### src/rtl/sd_gap_pkg.sv
// Package: shared field positions and control-register type for the
// block-gap controller. Assumes an 8-bit control byte.
package sd_gap_pkg;
    localparam int GAP_REG_W   = 8;
    localparam int FLD_STOP    = 0;
    localparam int FLD_CONT    = 1;
    localparam int FLD_RWAIT   = 2;
    localparam int FLD_INTGAP  = 3;
    localparam int FLD_USED    = 4;

    typedef struct packed {
        logic int_gap;
        logic rwait_en;
        logic cont;
        logic stop;
    } gap_ctrl_t;
endpackage

### src/rtl/sd_gap_regs.sv
// Module: control byte of the gap controller.
// Holds stop, continue, read-wait and interrupt-at-gap fields. The continue
// field is set only by a write of 1 while stop currently reads 0. It clears
// itself on the rising edge of the status that matches the transfer
// direction. Assumes the status inputs are already synchronous to clk.
module sd_gap_regs
    import sd_gap_pkg::*;
#(
    parameter int REG_W = GAP_REG_W
) (
    input  logic             clk,
    input  logic             rst_n,
    input  logic             wr_en,
    input  logic [REG_W-1:0] wdata,
    input  logic             xfer_is_read,
    input  logic             dat_active,
    input  logic             wr_active,
    output gap_ctrl_t        ctrl,
    output logic [REG_W-1:0] rdata
);
    localparam int PAD_W = REG_W - FLD_USED;

    logic dat_prev;
    logic wr_prev;
    logic cont_clr;
    logic cont_set;
    logic unused_hi;

    assign unused_hi = ^wdata[REG_W-1:FLD_USED];

    // Detect the restart edge that matches the transfer direction.
    always_comb begin
        if (xfer_is_read) cont_clr = dat_active & ~dat_prev;
        else              cont_clr = wr_active & ~wr_prev;
    end

    // A continue write counts only while stop currently reads 0.
    assign cont_set = wr_en & ~ctrl.stop & wdata[FLD_CONT];

    // Register the status levels for edge detection.
    always_ff @(posedge clk) begin
        if (!rst_n) begin
            dat_prev <= 1'b0;
            wr_prev  <= 1'b0;
        end else begin
            dat_prev <= dat_active;
            wr_prev  <= wr_active;
        end
    end

    // Update the control fields from writes and from the hardware auto-clear.
    always_ff @(posedge clk) begin
        if (!rst_n) begin
            ctrl <= '0;
        end else begin
            if (wr_en) begin
                ctrl.stop     <= wdata[FLD_STOP];
                ctrl.rwait_en <= wdata[FLD_RWAIT];
                ctrl.int_gap  <= wdata[FLD_INTGAP];
            end
            if (cont_clr)      ctrl.cont <= 1'b0;
            else if (cont_set) ctrl.cont <= 1'b1;
        end
    end

    // Read-back: reserved upper bits are zero.
    assign rdata = {{PAD_W{1'b0}}, ctrl.int_gap, ctrl.rwait_en, ctrl.cont, ctrl.stop};
endmodule

### src/rtl/sd_gap_pause.sv
// Module: pause state of the transfer.
// Enters the gap when a block completes with stop requested. Leaves it on
// continue with stop clear, or when the transfer ends. Assumes blk_end is
// raised only after the block's CRC or status phase has completed.
module sd_gap_pause (
    input  logic clk,
    input  logic rst_n,
    input  logic xfer_active,
    input  logic blk_end,
    input  logic stop_req,
    input  logic cont_req,
    output logic paused,
    output logic gap_evt
);
    // Track the paused state and pulse the gap event on entry.
    always_ff @(posedge clk) begin
        if (!rst_n) begin
            paused  <= 1'b0;
            gap_evt <= 1'b0;
        end else begin
            gap_evt <= 1'b0;
            if (!xfer_active) begin
                paused <= 1'b0;
            end else if (!paused && blk_end && stop_req) begin
                paused  <= 1'b1;
                gap_evt <= 1'b1;
            end else if (paused && cont_req && !stop_req) begin
                paused <= 1'b0;
            end
        end
    end
endmodule

### src/rtl/sd_gap_hold.sv
// Module: holding the card in the gap and sampling the card interrupt.
// A paused read is held either by read wait on DAT[2] or by gating the
// clock. The DAT[1] interrupt is sampled only in 4-bit mode with the
// interrupt-at-gap field set. Assumes card_dat1 is already synchronised.
module sd_gap_hold #(
    parameter int INT_STAGES = 1
) (
    input  logic clk,
    input  logic rst_n,
    input  logic paused,
    input  logic xfer_is_read,
    input  logic rwait_en,
    input  logic int_gap,
    input  logic bus_4bit,
    input  logic card_dat1,
    output logic clk_stop,
    output logic dat2_rw,
    output logic cmd_block,
    output logic card_int
);
    logic                  int_raw;
    logic [INT_STAGES-1:0] int_pipe;

    // Choose the hold method for a paused read.
    always_comb begin
        dat2_rw   = paused & xfer_is_read & rwait_en;
        clk_stop  = paused & xfer_is_read & ~rwait_en;
        cmd_block = clk_stop;
    end

    // Qualify the active-low interrupt level by gap, mode and enable.
    assign int_raw = paused & int_gap & bus_4bit & ~card_dat1;

    // Register the qualified interrupt through the chosen number of stages.
    genvar s;
    generate
        for (s = 0; s < INT_STAGES; s++) begin : g_int
            always_ff @(posedge clk) begin
                if (!rst_n) int_pipe[s] <= 1'b0;
                else        int_pipe[s] <= (s == 0) ? int_raw : int_pipe[(s == 0) ? 0 : s-1];
            end
        end
    endgenerate

    assign card_int = int_pipe[INT_STAGES-1];
endmodule

### src/rtl/sd_gap_ctrl.sv
// Module: top of the block-gap pause controller.
// Wires the control byte, the pause state and the hold/interrupt logic.
// Assumes every input is synchronous to clk.
module sd_gap_ctrl
    import sd_gap_pkg::*;
#(
    parameter int REG_W = GAP_REG_W
) (
    input  logic             clk,
    input  logic             rst_n,
    input  logic             reg_wr_en,
    input  logic [REG_W-1:0] reg_wdata,
    output logic [REG_W-1:0] reg_rdata,
    input  logic             xfer_active,
    input  logic             xfer_is_read,
    input  logic             blk_end,
    input  logic             dat_active,
    input  logic             wr_active,
    input  logic             bus_4bit,
    input  logic             card_dat1,
    output logic             blk_gap_evt,
    output logic             paused,
    output logic             clk_stop,
    output logic             dat2_rw,
    output logic             cmd_block,
    output logic             card_int,
    output logic             susp_ok
);
    gap_ctrl_t ctrl;

    sd_gap_regs #(.REG_W(REG_W)) u_regs (
        .clk(clk), .rst_n(rst_n), .wr_en(reg_wr_en), .wdata(reg_wdata),
        .xfer_is_read(xfer_is_read), .dat_active(dat_active),
        .wr_active(wr_active), .ctrl(ctrl), .rdata(reg_rdata)
    );

    sd_gap_pause u_pause (
        .clk(clk), .rst_n(rst_n), .xfer_active(xfer_active),
        .blk_end(blk_end), .stop_req(ctrl.stop), .cont_req(ctrl.cont),
        .paused(paused), .gap_evt(blk_gap_evt)
    );

    sd_gap_hold #(.INT_STAGES(1)) u_hold (
        .clk(clk), .rst_n(rst_n), .paused(paused),
        .xfer_is_read(xfer_is_read), .rwait_en(ctrl.rwait_en),
        .int_gap(ctrl.int_gap), .bus_4bit(bus_4bit), .card_dat1(card_dat1),
        .clk_stop(clk_stop), .dat2_rw(dat2_rw), .cmd_block(cmd_block),
        .card_int(card_int)
    );

    // Suspend/resume needs read wait.
    assign susp_ok = ctrl.rwait_en;
endmodule

### config.mk
export PLATFORM = sky130hd
export DESIGN_NAME = sd_gap_ctrl
export DESIGN_NICKNAME = d
export VERILOG_FILES = /design/src/rtl/sd_gap_pkg.sv /design/src/rtl/sd_gap_regs.sv /design/src/rtl/sd_gap_pause.sv /design/src/rtl/sd_gap_hold.sv /design/src/rtl/sd_gap_ctrl.sv
export SDC_FILE = /design/constraint.sdc
export NUM_CORES = 1
export LEC_CHECK = 0
export BUFFER_PORTS_ARGS = -buffer_cell sky130_fd_sc_hd__buf_2
export CAP_MARGIN = 40
export CORE_AREA = 2 2 39 41
export DETAILED_ROUTE_END_ITERATION = 8
export DIE_AREA = 0 0 41 43
export PLACE_DENSITY = 0.68
export RECOVER_POWER = 50
export SLEW_MARGIN = 0
export SYNTH_ARGS = -nofsm -noshare
export SYNTH_HDL_FRONTEND = slang
export SYNTH_HIERARCHICAL = 1
export SYNTH_SLANG_ARGS = --single-unit
### constraint.sdc
create_clock -name clk -period 1.1 [get_ports clk]
set_input_delay 0 -clock clk [delete_from_list [all_inputs] [get_ports clk]]
set_output_delay 0 -clock clk [all_outputs]
set_load 0.005 [all_outputs]
; Word-level counts from Yosys, hierarchy flattened
; Index checks and enable logic that the tools add are counted.
[classes]
reduce_logical = 9
muxes = 4
bitwise_logic = 16
[ops]
columns = op, n
row1 = 1-bit bitwise AND, 10
row2 = 1-bit NOT, 6
row3 = 1-bit logical AND, 4
row4 = 1-bit two-way mux, 4
row5 = 1-bit zero test, 2
row6 = 2-bit AND reduction, 1
row7 = 2-bit nonzero test, 1
row8 = 2-bit OR reduction, 1
[totals]
inputBits = 18
ff_bits = 9
out_inout_bits = 15
elab_cells = 38

; Depth between registers and ports, before layout
; Gate-level depths: netlist of the first run.
[logic_depth]
word_depth = 4
mapped_depth = 3
mapped_depth_nobuf = 3

; By module
; The synthesis of the first run kept the hierarchy.
[modules_own_cells]
columns = mod, seq_area_each_um2, area_per_inst_um2, n_inst, cells_per_inst
row1 = sd_gap_regs, 120.1, 281.5, 1, 27
row2 = sd_gap_pause, 40.0, 66.3, 1, 8
row3 = sd_gap_hold, 20.0, 60.1, 1, 7

; Least setup slack after synthesis of the first run
; Ideal clock, no wire load.
[synth_path]
path_type = register to register
start = register u_regs.wr_prev
end = register, netlist name u_regs/ctrl[1]
stages_incl_launch_ff = 3
setup_slack_ns = 0.227
required_time_ns = 0.982
synth_period_minus_slack_ns = 0.873
path_buffers = 0
arrival_ns = 0.755
setup_time_ns = 0.118
cell_sequence = dfxtp_1 -> or3b_1 -> o2111a_1
[synth_via]
elab_chain_len = 4
[synth_rtl]
columns = element, line
row1 = start: declaration, sd_gap_regs.sv:24  ; logic wr_prev;
row2 = start signal: assignment, sd_gap_regs.sv:47  ; wr_prev <= wr_active;
row3 = 1-bit NOT, sd_gap_regs.sv:34  ; else cont_clr = wr_active & ~wr_prev;
row4 = 1-bit bitwise AND, sd_gap_regs.sv:34
row5 = 1-bit two-way mux, sd_gap_regs.sv:33  ; if (xfer_is_read) cont_clr = dat_active & ~dat_prev;
row6 = 2-bit OR reduction (no line), n/a
; Every way passes these cells.
; A chain may end at the register's enable or synchronous reset.

; Worst setup path after layout of the first run
[layout_path]
start = register u_pause.paused
end = output cmd_block
[layout_via]
elab_chain_len = 2
[layout_rtl]
columns = element, line
row1 = start: declaration, sd_gap_pause.sv:12  ; output logic paused,
row2 = start signal: assignment, sd_gap_pause.sv:18  ; paused <= 1'b0;
row3 = start signal: assignment, sd_gap_pause.sv:23  ; paused <= 1'b0;
row4 = start signal: assignment, sd_gap_pause.sv:25  ; paused <= 1'b1;
row5 = 1-bit bitwise AND (2 in series), sd_gap_hold.sv:27  ; clk_stop = paused & xfer_is_read & ~rwait_en;
row6 = end: declaration, sd_gap_ctrl.sv:25  ; output logic cmd_block,
; Every way passes these cells.

==> impl_metrics.toml, run 1 <==
[run_status]
outcome = "finished clean"

[route]
drt_first_pass_iters = 3
drc = 0
vias_per_cell = 4.25
ant_nets = 0
drt-initial-drc-count = 2
wl_per_cell_um = 9.75
routed_wl_um = 858
num_vias = 374

[logic_synthesis]
synth_cells = 42
ys_seq_elements = 9
ys_seq_area_frac = 0.442
synth_cell_types = 19
synth_top_area_frac = 0.442
syn_avg_cell_area_um2 = 9.71
synth.area.top_cells = "dfxtp_1, buf_4, mux2i_1"
syn_area_um2 = 408
yosysWarnings = 6
synth_top_area_cell = "dfxtp_1"

[floorplanning]
initial_core_util = 0.295
coreArea_um2 = 1380
die_h_um = 43
dieWidth_um = 41
rows = 14
io_pins = 33
fp.dieArea_um2 = 1760

[final_layout]
fill_cells = 145
finalNonFillerCells = 88
drive_gt1_frac = 0.361
final_area_um2 = 594
diodes = 0
area_growth_syn_to_layout_pct = 45.7
fin_nets = 91

[worst_setup_path]
crit_fanout = 6
cp-end-kind = "output pin"
required_ps = 1100
crit_arrival_ps = 1000
path_class = "flip-flop to output pin"
slowest_stage = "dfxtp_1"
cp_cell_sequence = "nand2_1 -> nor2_1 -> buf_2"
crit_buf_inv = 1
slowest_delay_ps = 430
critPathTopFamily = "flip-flops"
critPathLaunchType = "flip-flop"

[global_routing]
grt_max_degree = 9
grt_pass1_wl_um = 1240
track_usage = 0.113
antenna_found_initial = 0
grt_pass1_vias = 287
grt_overflow = 0

[timing]
tns_ps = 0
setup_viol = 0
finClkSkew_ps = 8.73
final.min_clock_period_ps = 1000
period_share = 0.909
hold_violations = 0
fmax_ghz = 1.00
slew_violations = 0
grt_setup_unrepaired = "false"

[power_and_ir_drop]
p_per_area_nw_per_um2 = 1180
seqPwrFrac = 0.498
total_power_uw = 700
ir_drop_v = 0.000559
pwr-share-comb = 0.134
p_sw_frac = 0.231
p_int_uw = 538
p_sw_uw = 162
p_leak_nw = 0.294
clockPowerShare = 0.368

[clocking]
cts_resized = 0
cts_tree = "yes"
cts_buffers = 3
cts.path.max_buffers = 2
ctsHoldBuffers = 7
cts_setup_buffers = 0
cts.htree.levels = 1
numClockSinks = 9
cts.clk_slew.worst_paths_ps = 60
clock_latency_ps = 270
root_buffer = "clkbuf_4"

[flow_run]
maxCapViolCount = 0

[place]
portBuffers = 24
gp_congestion = 0.603
place_area_um2 = 492
place_inst = 76

[min_path]
hp-class = "input pin to flip-flop"
[sequential cells by signal, summed over array words and instances, names as in the netlist]
register and cells:
u_hold/card_int 1, u_regs/dat_prev 1, u_pause/paused 1, u_pause/gap_evt 1, u_regs/wr_prev 1, u_regs/ctrl 4
[synth_stat cells]
cell and count:
a21oi_1 1, and2_1 2, buf_4 9, nand3_1 1, mux2i_1 3, nand2_1 3
or3b_1 1, and3b_1 1, o2111a_1 1, nor2b_1 3, nand3b_1 1, conb_1 1
nor3b_2 1, inv_1 1, and3_2 1, nor2_1 1, nor3_1 1, dfxtp_1 9
o21ai_1 1
[metal layers]
metal | track usage | wire (µm)
met3 | 0.0681 | 84
met4 | 0.0600 | 15
met2 | 0.172 | 442
met5 | 0 | 0
met1 | 0.114 | 316
[worst reg2reg max path, cell delays in order, from the launching register on]
cell and delay [ps]:
dfxtp_1 380, and3b_1 200, o2111a_1 220
[cells in the final DEF, fill, tap and decap left out]
cell type / count
a21oi_1: 1
and2_0: 1
and2_1: 1
and3_2: 1
and3b_1: 1
buf_2: 21
clkbuf_1: 4
clkbuf_4: 3
conb_1: 4
dfxtp_1: 9
dlygate4sd3_1: 8
inv_1: 1
mux2i_1: 3
nand2_1: 3
nand3_1: 1
nand3b_1: 1
nor2_1: 1
nor2b_1: 3
nor3_1: 1
nor3b_2: 1
o2111a_1: 1
o21ai_0: 1
or3b_1: 1
[cell type report]
class,count,area [µm²],area share
Timing Repair Buffer,32,196,0.331
Clock buffer,4,26.3,0.0442
Sequential cell,9,180,0.303
Tap cell,16,20.0,0.0337
Multi-Input combinational cell,26,168,0.282
Inverter,1,3.75,0.00632
[worst paths after layout]
kind | startpoint | endpoint | slack [ps] | depth (start not counted)
max reg2reg | u_regs/ctrl[0] | u_regs/ctrl[1] | 200 | 2
max | u_pause/paused | cmd_block | 100 | 3
min reg2reg | u_regs/ctrl[3] | u_hold/card_int | 490 | 2
min | reg_wdata[2] | u_regs/ctrl[2] | 1 | 3
[power groups by stage]
stage	clock, mW	sequential, mW	combinational [mW]
CTS	0.262	0.349	0.0932
detailed placement	0	0.356	0.0741
global route	0.280	0.351	0.105
global placement	0	0.356	0.0727
floorplan	0	0.355	0.0510
finish	0.258	0.349	0.0939
[per-stage QoR]
step           worst slack (ps)  hold slack, ps   util
2_1_floorplan               227            70.7      -
3_3_place_gp                209             173  0.355
3_5_place_dp                193             177  0.355
4_1_cts                    92.8            2.44  0.425
5_1_grt                    25.9            24.3  0.429
6_report                    100            1.40  0.429
[logic make-up (layout without fill, tap and decap cells)]
logic type	after synthesis	after routing	synth area share
muxes	3	3	0.0736
other	1	4	0.00919
buffers and inverters	10	37	0.175
and+or+nand+nor	16	16	0.248
AOI/OAI and AO/OA	3	3	0.0521
DFF	9	9	0.442
Power figures use the tool's default switching activity.
==> run 2, diff against run 1 <==
Settings changed: ABC_AREA from default to 1, PLACE_DENSITY 0.68 to 0.71, SKIP_CTS_REPAIR_TIMING from default to 1.
==> run 2 against run 1 <==
Compared with the run above:
- the flow now finishes with violations (hold timing)
- via count increased by 14%
- maximum frequency up 1.8%
- clock skew shrank 7.3 ps
- flip-flop and latch count did not move
- synthesized cell count grew 52%
- worst setup slack better by 17 ps
- register-to-register slack improved by 130 ps
- die area is the same
- count of clock-buffer cells in the layout is the same
- critical path type unchanged
- largest cell class unchanged
- highest routed layer is now met3
==> impl_metrics.toml, run 2 <==
[run_status]
outcome = "finished, violations left"
violations = "hold timing"

[route]
num_vias = 428
drt_first_pass_iters = 4
routed_wl_um = 861
wl_per_cell_um = 7.90
drc = 0
drt-initial-drc-count = 13
ant_nets = 0
vias_per_cell = 3.93

[clocking]
numClockSinks = 9
cts.path.max_buffers = 2
cts.htree.levels = 1
root_buffer = "clkbuf_4"
cts_buffers = 3
cts.clk_slew.worst_paths_ps = 60
cts_tree = "yes"
clock_latency_ps = 250

[global_routing]
met3_usage = 0.0471
use_met2 = 0.144
grt_pass1_wl_um = 1330
grt_pass1_vias = 327
busiest_layer = "met1"
track_usage = 0.112
antenna_found_initial = 0
grt_overflow = 0
grt_max_degree = 9
grt_util_met1 = 0.153

[timing]
grt_setup_unrepaired = "false"
slew_violations = 0
hold_violations = 1
final.min_clock_period_ps = 982
hold_ws_ps = -4.25
finClkSkew_ps = 1.44
fmax_ghz = 1.02
setup_viol = 0
period_share = 0.893
tns_ps = 0

[final_layout]
finalNonFillerCells = 109
drive_gt1_frac = 0.280
final_area_um2 = 609
mostFrequentLayoutCell = "buf_2"
fin_nets = 112
largest_reg_flops = 4
most-common-layout-cells = "buf_2, nand2_1, inv_1, nor2_1, dfxtp_1"
diodes = 0
top_register = "u_regs/ctrl"
area_growth_syn_to_layout_pct = 39.9
fin_util = 0.440

[power_and_ir_drop]
p_leak_nw = 0.356
p_per_area_nw_per_um2 = 1150
ir_drop_v = 0.000566

[logic_synthesis]
ys_seq_area_frac = 0.414
synthFlopType = "dfxtp_1"
synthArstFlopShare = 0
synth_cells = 64
syn_area_um2 = 435
ys_seq_elements = 9
synth_cell_types = 10
syn_avg_cell_area_um2 = 6.80
synth_top_area_cell = "dfxtp_1"
synth_top_area_frac = 0.414
synth.area.top_cells = "dfxtp_1, buf_4, nand2_1"
synthTopCellsByCount = "nand2_1, inv_1, buf_4, dfxtp_1, nor2_1"
synth_edf_count = 0
synth_most_common_cell = "nand2_1"
yosysWarnings = 6

[worst_setup_path]
critPathLaunchType = "flip-flop"
path_class = "flip-flop to output pin"
rrSetupSlack_ps = 330
crit_fanout = 5
cp-end-kind = "output pin"
slowest_stage = "dfxtp_1"
required_ps = 1100
slowest_delay_ps = 400
cp_cell_sequence = "nand2_1 -> nor2_1 -> buf_2"
critPathTopFamily = "flip-flops"
crit_arrival_ps = 980
crit_buf_inv = 1

[floorplanning]
die_h_um = 43
coreArea_um2 = 1380
rows = 14
dieWidth_um = 41
fp.dieArea_um2 = 1760
initial_core_util = 0.315
io_pins = 33

[place]
portBuffers = 24
place_inst = 98
hpwl_um = 640
gp_congestion = 0.690
place_area_um2 = 519

[flow_run]
maxCapViolCount = 0

[min_path]
hp-class = "input pin to flip-flop"
[run 2: cell types whose count changed in the layout (fill, tap and decap cells not counted), sizes merged, moves of 2 or more]
cell    delta
nor2b      -3
buf        +2
nor2       +8
inv       +12
mux2i      -3
clkbuf     -2
and2       -2
o21ai      +2
nand2     +12
[run 2: where the power goes]
part           internal (mW)  total (mW)  switching, mW
Combinational         0.0568       0.104         0.0473
Sequential             0.341       0.352         0.0107
Clock                  0.139       0.245          0.106
Total                  0.537       0.701          0.164
[run 2: cells by family after synthesis]
logic type | share of synthesized area
simple gates | 0.253
buf+inv | 0.267
flops | 0.414
compound gates | 0.0575
other cells | 0.00861
[run 2: worst min-delay path: stages]
cell and delay, ps:
buf_2 80, inv_1 30, nand3_1 60, nor2_1 40
[run 2: layout make-up]
class | count | area [µm²]
inverters | 13 | 48.8
clock buffers | 4 | 26.3
well taps | 16 | 20.0
fillers | 149 | 774
multi-input cells | 36 | 145
repair buffers | 31 | 189
flip-flops and latches | 9 | 180
[run 2: per-stage QoR]
stage	setup WS, ps	power, mW
3_5_place_dp	327	0.445
2_1_floorplan	361	0.420
6_report	118	0.701
5_1_grt	18.7	0.758
4_1_cts	75.2	0.695
3_3_place_gp	350	0.444
[run 2: final timing paths]
path                     endpoint      startpoint  depth (start not counted)
setup reg to reg   u_regs/ctrl[1]  u_regs/ctrl[0]                          5
hold reg to reg   u_hold/card_int  u_regs/ctrl[3]                          2
setup / recovery         clk_stop  u_pause/paused                          3
hold / removal    u_hold/card_int       card_dat1                          4
[run 2: per-layer routing]
metal / share of wire / routed length (µm)
met5: 0 / 0
met2: 0.46 / 399
met4: 0 / 0
met1: 0.46 / 397
met3: 0.073 / 63
==> run 3, diff against run 2 <==
Settings changed: GPL_TIMING_DRIVEN from default to 0.
==> run 3 against run 2 <==
Compared with the run above:
- the run still ends with hold timing left
- power up 3.0%
- critical path depth increased by 1
- count of clock-buffer cells in the layout unchanged
- core utilization increased by 2.7 points
- maximum frequency is 5.0% lower
- combinational power rose by 14%
- sequential power about the same
- critical path type unchanged
==> impl_metrics.toml, run 3 (same netlist as run 2, synthesis figures left out) <==
[power_and_ir_drop]
p_leak_nw = 0.386
ir_drop_v = 0.000699
p_per_area_nw_per_um2 = 1120

[worst_setup_path]
r2r_start = "u_regs/ctrl[0]"
cp-end-kind = "output pin"
crit_fanout = 5
r2r_cells = 5
r2r_end = "u_regs/ctrl[1]"
rrSetupSlack_ps = 320
crit_start = "u_pause/paused"
critPathLaunchType = "flip-flop"
crit_arrival_ps = 1030
path_class = "flip-flop to output pin"
required_ps = 1100

[floorplanning]
initial_core_util = 0.315
fp.dieArea_um2 = 1760
coreArea_um2 = 1380
die_h_um = 43
rows = 14
io_pins = 33
dieWidth_um = 41

[global_routing]
busiest_layer = "met2"
grt_util_met1 = 0.147
track_usage = 0.116
met3_usage = 0.0314
grt_pass1_vias = 367
antenna_found_initial = 0
use_met2 = 0.172
grt_overflow = 0
grt_max_degree = 9
grt_pass1_wl_um = 1410

[route]
drt_first_pass_iters = 4
vias_per_cell = 3.87
num_vias = 445
wl_per_cell_um = 7.89
routed_wl_um = 907
drt-initial-drc-count = 10
ant_nets = 0
drc = 0

[final_layout]
most-common-layout-cells = "buf_2, nand2_1, inv_1, nor2_1, buf_4"
largest_reg_flops = 4
top_register = "u_regs/ctrl"
fin_nets = 118
fill_cells = 153
area_growth_syn_to_layout_pct = 48.6
drive_gt1_frac = 0.354
diodes = 0
mostFrequentLayoutCell = "buf_2"
multi_input_area_um2 = 145
regArea_um2 = 181

[clocking]
clock_latency_ps = 260
numClockSinks = 9
cts.clk_slew.worst_paths_ps = 60
cts.htree.levels = 1
cts_buffers = 3
root_buffer = "clkbuf_4"
cts_tree = "yes"
cts.path.max_buffers = 2

[run_status]
outcome = "finished, violations left"
violations = "hold timing"

[timing]
tns_ps = 0
hold_ws_ps = -21.9
grt_setup_unrepaired = "false"
period_share = 0.940
final.min_clock_period_ps = 1030
fmax_ghz = 0.967
slew_violations = 0
hold_violations = 2
finClkSkew_ps = 1.43
setup_viol = 0

[min_path]
whs_path_depth = 3
hp-class = "input pin to flip-flop"
hold_end = "u_pause/gap_evt"
min-delay-start = "blk_end"

[place]
hpwl_um = 699
gp_congestion = 0.691
portBuffers = 24

[flow_run]
maxCapViolCount = 0
[run 3: cell count changes in the layout (fill, tap and decap cells not counted), sizes merged]
cell,previous run,this run
buf,23,31
dlygate4sd3,7,4
clkbuf,5,6
[run 3: power by group]
part / internal [mW] / switching [mW] / total (mW) / leakage [nW]
combinational: 0.0696 / 0.0498 / 0.119 / 0.296
sequential: 0.341 / 0.0108 / 0.352 / 0.0745
clock: 0.140 / 0.111 / 0.251 / 0.0150
total: 0.550 / 0.172 / 0.722 / 0.386
[run 3: layout make-up]
cell class                      instances  area share
Timing Repair Buffer                   28       0.244
Buffer                                  9       0.104
Clock buffer                            4      0.0406
Multi-Input combinational cell         36       0.224
Sequential cell                         9       0.280
Tap cell                               16      0.0309
Inverter                               13      0.0754
[run 3: worst max path at each step]
stage	slack, ps	end	cells past startpoint
5_1_grt	10	cmd_block	4
4_1_cts	-30	cmd_block	4
3_5_place_dp	260	cmd_block	4
2_1_floorplan	360	cmd_block	3
3_3_place_gp	260	cmd_block	4
6_report	70	cmd_block	4
[run 3: stage by stage]
stage / cell area [µm²] / power, mW / setup WS [ps] / util / cells
after floorplan: 447 / 0.420 / 361 / - / 67
after global placement: 587 / 0.466 / 256 / 0.424 / 107
after detailed placement: 587 / 0.468 / 259 / 0.424 / 107
after CTS: 613 / 0.716 / -28.0 / 0.443 / 111
after global routing: 647 / 0.763 / 11.0 / 0.467 / 115
final: 647 / 0.722 / 65.5 / 0.467 / 115
[run 3: per-layer routing]
layer  wire (µm)  vias up  share of wire
li1            -      245              -
met1         392      180           0.43
met2         445       18           0.49
met3          67        2          0.074
met4           2        0         0.0022
met5           0        -              0
[run 3: worst max-delay path, stage by stage, from the launching register on]
cell and delay, ps:
dfxtp_2 370, nand2_1 80, nor2_1 110, buf_4 110
buf_2 100
